--- src/rtl/privseg_pkg.sv ---
package privseg_pkg;
   typedef enum logic [2:0] {
      WIN_LOW  = 3'd0,
      WIN_DIR0 = 3'd1,
      WIN_DIR1 = 3'd2,
      WIN_SUP  = 3'd3,
      WIN_TOP  = 3'd4
   } win_t;

   typedef enum logic [1:0] {
      PRV_KERNEL = 2'd0,
      PRV_SUPER  = 2'd1,
      PRV_USER   = 2'd2
   } prv_t;

   typedef enum logic [1:0] {
      ROUTE_DIRECT = 2'd0,
      ROUTE_TLB    = 2'd1,
      ROUTE_FAULT  = 2'd2
   } route_t;

   localparam int unsigned RES_W      = 3;
   localparam logic [2:0]  RES_OK     = 3'd0;
   localparam logic [2:0]  RES_BADADR = 3'd1;
endpackage

--- src/rtl/privseg_classify.sv ---
module privseg_classify
   import privseg_pkg::*;
#(
   parameter int unsigned ADDR_W = 32
) (
   input  logic [ADDR_W-1:0] va_i,
   output win_t              win_o
);
   localparam int unsigned SEL_W = 3;
   localparam int unsigned SEL_LO = ADDR_W - SEL_W;

   logic [SEL_W-1:0] sel;
   assign sel = va_i[ADDR_W-1:SEL_LO];

   always_comb begin
      unique casez (sel)
         3'b0??:  win_o = WIN_LOW;
         3'b100:  win_o = WIN_DIR0;
         3'b101:  win_o = WIN_DIR1;
         3'b110:  win_o = WIN_SUP;
         default: win_o = WIN_TOP;
      endcase
   end
endmodule

--- src/rtl/privseg_priv.sv ---
module privseg_priv
   import privseg_pkg::*;
#(
   parameter bit ERL_OVERRIDE_EN = 1'b1
) (
   input  win_t       win_i,
   input  logic [1:0] mode_i,
   input  logic       erl_i,
   output route_t     route_o
);
   prv_t prv;
   logic erl_eff;

   always_comb begin
      unique case (mode_i)
         2'b00:   prv = PRV_KERNEL;
         2'b01:   prv = PRV_SUPER;
         default: prv = PRV_USER;
      endcase
   end

   generate
      if (ERL_OVERRIDE_EN) begin : g_erl
         assign erl_eff = erl_i;
      end else begin : g_no_erl
         logic unused_erl;
         assign unused_erl = erl_i;
         assign erl_eff = 1'b0;
      end
   endgenerate

   always_comb begin
      route_o = ROUTE_FAULT;
      unique case (win_i)
         WIN_LOW:  route_o = erl_eff ? ROUTE_DIRECT : ROUTE_TLB;
         WIN_DIR0,
         WIN_DIR1: if (prv == PRV_KERNEL) route_o = ROUTE_DIRECT;
         WIN_SUP:  if (prv != PRV_USER)   route_o = ROUTE_TLB;
         WIN_TOP:  if (prv == PRV_KERNEL) route_o = ROUTE_TLB;
         default:  route_o = ROUTE_FAULT;
      endcase
   end
endmodule

--- src/rtl/privseg_direct.sv ---
module privseg_direct
   import privseg_pkg::*;
#(
   parameter int unsigned ADDR_W = 32
) (
   input  logic [ADDR_W-1:0] va_i,
   input  win_t              win_i,
   output logic [ADDR_W-1:0] pa_o
);
   localparam logic [ADDR_W-1:0] BASE_DIR0 = {3'b100, {(ADDR_W-3){1'b0}}};
   localparam logic [ADDR_W-1:0] BASE_DIR1 = {3'b101, {(ADDR_W-3){1'b0}}};

   logic [ADDR_W-1:0] base;

   always_comb begin
      unique case (win_i)
         WIN_DIR0: base = BASE_DIR0;
         WIN_DIR1: base = BASE_DIR1;
         default:  base = '0;
      endcase
      pa_o = va_i - base;
   end
endmodule

--- src/rtl/privseg_decoder.sv ---
module privseg_decoder
   import privseg_pkg::*;
#(
   parameter int unsigned ADDR_W          = 32,
   parameter bit          ERL_OVERRIDE_EN = 1'b1
) (
   input  logic [ADDR_W-1:0] va_i,
   input  logic [1:0]        mode_i,
   input  logic              erl_i,
   input  logic [ADDR_W-1:0] tlb_pa_i,
   input  logic              tlb_rd_i,
   input  logic              tlb_wr_i,
   input  logic [RES_W-1:0]  tlb_res_i,
   output logic              tlb_req_o,
   output logic [ADDR_W-1:0] pa_o,
   output logic              rd_ok_o,
   output logic              wr_ok_o,
   output logic [RES_W-1:0]  result_o
);
   generate
      if (ADDR_W < 8) begin : g_bad_width
         $error("privseg_decoder: ADDR_W must be at least 8");
      end
   endgenerate

   win_t              win;
   route_t            route;
   logic [ADDR_W-1:0] direct_pa;

   privseg_classify #(.ADDR_W(ADDR_W)) u_classify (
      .va_i  (va_i),
      .win_o (win)
   );

   privseg_priv #(.ERL_OVERRIDE_EN(ERL_OVERRIDE_EN)) u_priv (
      .win_i   (win),
      .mode_i  (mode_i),
      .erl_i   (erl_i),
      .route_o (route)
   );

   privseg_direct #(.ADDR_W(ADDR_W)) u_direct (
      .va_i  (va_i),
      .win_i (win),
      .pa_o  (direct_pa)
   );

   always_comb begin
      tlb_req_o = 1'b0;
      pa_o      = '0;
      rd_ok_o   = 1'b0;
      wr_ok_o   = 1'b0;
      result_o  = RES_BADADR;
      unique case (route)
         ROUTE_DIRECT: begin
            pa_o     = direct_pa;
            rd_ok_o  = 1'b1;
            wr_ok_o  = 1'b1;
            result_o = RES_OK;
         end
         ROUTE_TLB: begin
            tlb_req_o = 1'b1;
            pa_o      = tlb_pa_i;
            rd_ok_o   = tlb_rd_i;
            wr_ok_o   = tlb_wr_i;
            result_o  = tlb_res_i;
         end
         default: ;
      endcase
   end
endmodule

--- config.mk ---
export PLATFORM = sky130hd
export DESIGN_NAME = privseg_decoder
export DESIGN_NICKNAME = d
export VERILOG_FILES = /design/src/rtl/privseg_pkg.sv /design/src/rtl/privseg_classify.sv /design/src/rtl/privseg_priv.sv /design/src/rtl/privseg_direct.sv /design/src/rtl/privseg_decoder.sv
export SDC_FILE = /design/constraint.sdc
export NUM_CORES = 1
export LEC_CHECK = 0
export BUFFER_PORTS_ARGS = -buffer_cell sky130_fd_sc_hd__buf_2
export CAP_MARGIN = 10
export CORE_MARGIN = 1
export CORE_UTILIZATION = 25
export DETAILED_ROUTE_END_ITERATION = 16
export PLACE_DENSITY = 0.93
export SLEW_MARGIN = 30
export SYNTH_ARGS = -nofsm -noshare
export SYNTH_HDL_FRONTEND = slang
export SYNTH_SLANG_ARGS = --single-unit
--- constraint.sdc ---
create_clock -name vclk -period 1.2
set_input_delay 0.12 -clock vclk [all_inputs]
set_output_delay 0.12 -clock vclk [all_outputs]
set_load 0.02 [all_outputs]
==> impl_metrics.yaml <==
power:
  peakVddDrop_mv: 0.340
  pwr-share-comb_pct: 100.0
  seq_power_share_pct: 0
  power_density_nw_per_um2: 559
  p_int_uw: 446
  leakage_nw: 0.839
  clockPowerShare_pct: 0
  power_switching_uw: 384
  power_uw: 830
  swShare_pct: 46.3
synth:
  syn-num-nets: 140
  synth.avg_cell_area_um2: 7.56
  synth_cell_types: 20
  yosys_warnings: 0
  seq_area_frac_synth_pct: 0
  postSynthCellCount: 66
  synthesis.area_um2: 499
finish:
  drive_above_1_share_pct: 74.2
  multi_input_area_um2: 498
  fill_cells: 118
  nNetsFinal: 254
  final_cell_mix: "buf_2, buf_6, a22o_1"
  fin_area_um2: 1490
  n_sequential_cell: 0
  utilization_pct: 82.4
  diodes: 0
  clockBufferCount: 0
  layout_commonest_cell: "buf_2"
  area_growth_pct: 197
  seqCellArea_um2: 0
worst_setup_path:
  cp_max_fo: 2
  path_buf_inv: 3
  start_kind: "input port"
  crit_required_ns: 1.08
  arrival_ns: 1.31
  cp_cell_sequence: "buf_8 -> inv_4 -> and3_4 -> ha_4 -> ha_4 -> and3b_1 -> o22ai_2 -> mux2i_2 -> buf_4"
  crit_cells: 9
  crit_path_start: "va_i[30]"
  crit_end: "pa_o[31]"
  path_common_cell: "ha_4"
  critPathSlowestCell: "and3b_1"
  crit_path_end_kind: "primary output"
  crit_type: "in -> out"
  path_delay_family: "simple AND/OR/NAND/NOR gates"
  critPathMaxStageDelay_ns: 0.23
routing:
  drt_wl_total_um: 3400
  drc_errors: 0
  routedWlPerCell_um: 16.7
  viasPerCell: 5.28
  drt_pre_antenna_iters: 4
  vias: 1072
  drtAntennaViolNets: 0
  drtIter0Drc: 15
floorplan:
  start_util_pct: 27.7
  fp.dieW_um: 46.7
  core_um2: 1800
  io_pins: 110
  die-area_um2: 2180
  rows: 15
  die_y_um: 46.7
global_routing:
  grtUsageMet1_pct: 32.2
  grt_util_met3_pct: 2.75
  top_usage_layer: "met2"
  grt_overflow: 0
  met2_usage_pct: 56.4
  grt_usage_pct: 29.0
  grt_pass1_wl_um: 4620
  grt_start_max_net_pins: 21
  grt_pass1_vias: 1075
  antenna_found_initial: 0
timing:
  slew_viol_final: 0
  fin_crit_ns: 1.43
  rsz0062_at_grt: "yes"
  fmax_ghz: 0.700
  hold_ws_ns: 0.550
  maxSlewHeadroom_pct: 71.9
  worstMarginPinSlew_ns: 0.420
  setup_viol: 38
  final_hold_viol_count: 0
  fin_ws_ns: -0.229
  finalCritPeriodShare_pct: 119
placed_design:
  postPlaceCellArea_um2: 1130
  post-dp-hpwl_um: 2060
  place.gp.congestion: 0.682
  portBuffers: 110
outcome:
  outcome: "finished with violations"
  violations: "setup timing"
clocking:
  post-cts-setup-buffers: 0
run:
  maxCapViolations: 0
hold_path:
  hold_class: "in -> out"
[kinds of logic after synthesis]
kind of cell / Yosys count / share of synthesized area, %
compound gates: 38 / 63.7
fa+ha+maj: 2 / 5.01
buf+inv: 15 / 16.8
mux: 2 / 4.26
simple gates: 9 / 10.3
[tightest hold or removal path, cell delays in order]
cell and delay, ns:
buf_2 0.07, and2_1 0.12, buf_6 0.11
[synthesized netlist by cell type]
cell	count	area, um^2
inv_1	8	30.0
nor3b_1	1	7.51
o21ai_0	1	5.00
nor3_1	1	5.00
and3b_1	1	8.76
a21oi_1	2	10.0
a21boi_0	1	7.51
o22ai_1	1	6.26
buf_6	3	33.8
a22o_1	31	272
ha_1	2	25.0
mux2_2	1	11.3
a41o_1	1	10.0
a21o_1	1	7.51
and2_1	2	12.5
nor2_1	2	7.51
and3_1	1	6.26
nand2_1	1	3.75
mux2i_1	1	10.0
buf_2	4	20.0
[repair_timing]
action	in CTS	in global routing
cloned	3	0
endpoints found under the setup margin	37	38
gates resized for setup	76	3
pin swaps	5	1
hold buffers	0	0
[through the flow]
step | TNS, ns | cells | setup slack, ns
final | -5.21 | 203 | -0.229
after floorplan | -0.0693 | 66 | -0.0693
after CTS | -4.71 | 203 | -0.192
after global routing | -6.39 | 203 | -0.269
after global placement | -3.98 | 200 | -0.209
after detailed placement | -5.50 | 200 | -0.247
[routing by layer]
metal  routed length (um)  share of wire [%]
met1                 1260                 37
met2                 1820                 54
met3                  254                7.5
met4                   60                1.8
met5                    0                  0
[cell type report]
cell class	instances	share of cell area (%)
Inverter	8	2.19
Multi-Input combinational cell	51	33.5
Tap cell	25	2.11
Timing Repair Buffer	119	62.2
[power groups by stage]
stage	logic (mW)	registers, mW	clock network [mW]
after floorplan	0.343	0	0
after global placement	0.585	0	0
after detailed placement	0.602	0	0
after CTS	0.809	0	0
after global routing	0.872	0	0
final	0.830	0	0
[worst min path at each step]
stage / cells after the start / slack (ns) / endpoint / from
floorplan: 2 / 0.39 / pa_o[31] / tlb_pa_i[31]
global placement: 3 / 0.55 / result_o[0] / tlb_res_i[0]
detailed placement: 3 / 0.55 / result_o[0] / tlb_res_i[0]
CTS: 3 / 0.54 / result_o[0] / tlb_res_i[0]
global route: 3 / 0.56 / pa_o[0] / va_i[0]
finish: 3 / 0.55 / result_o[2] / tlb_res_i[2]
No activity file was read; power rests on OpenSTA's default activity.
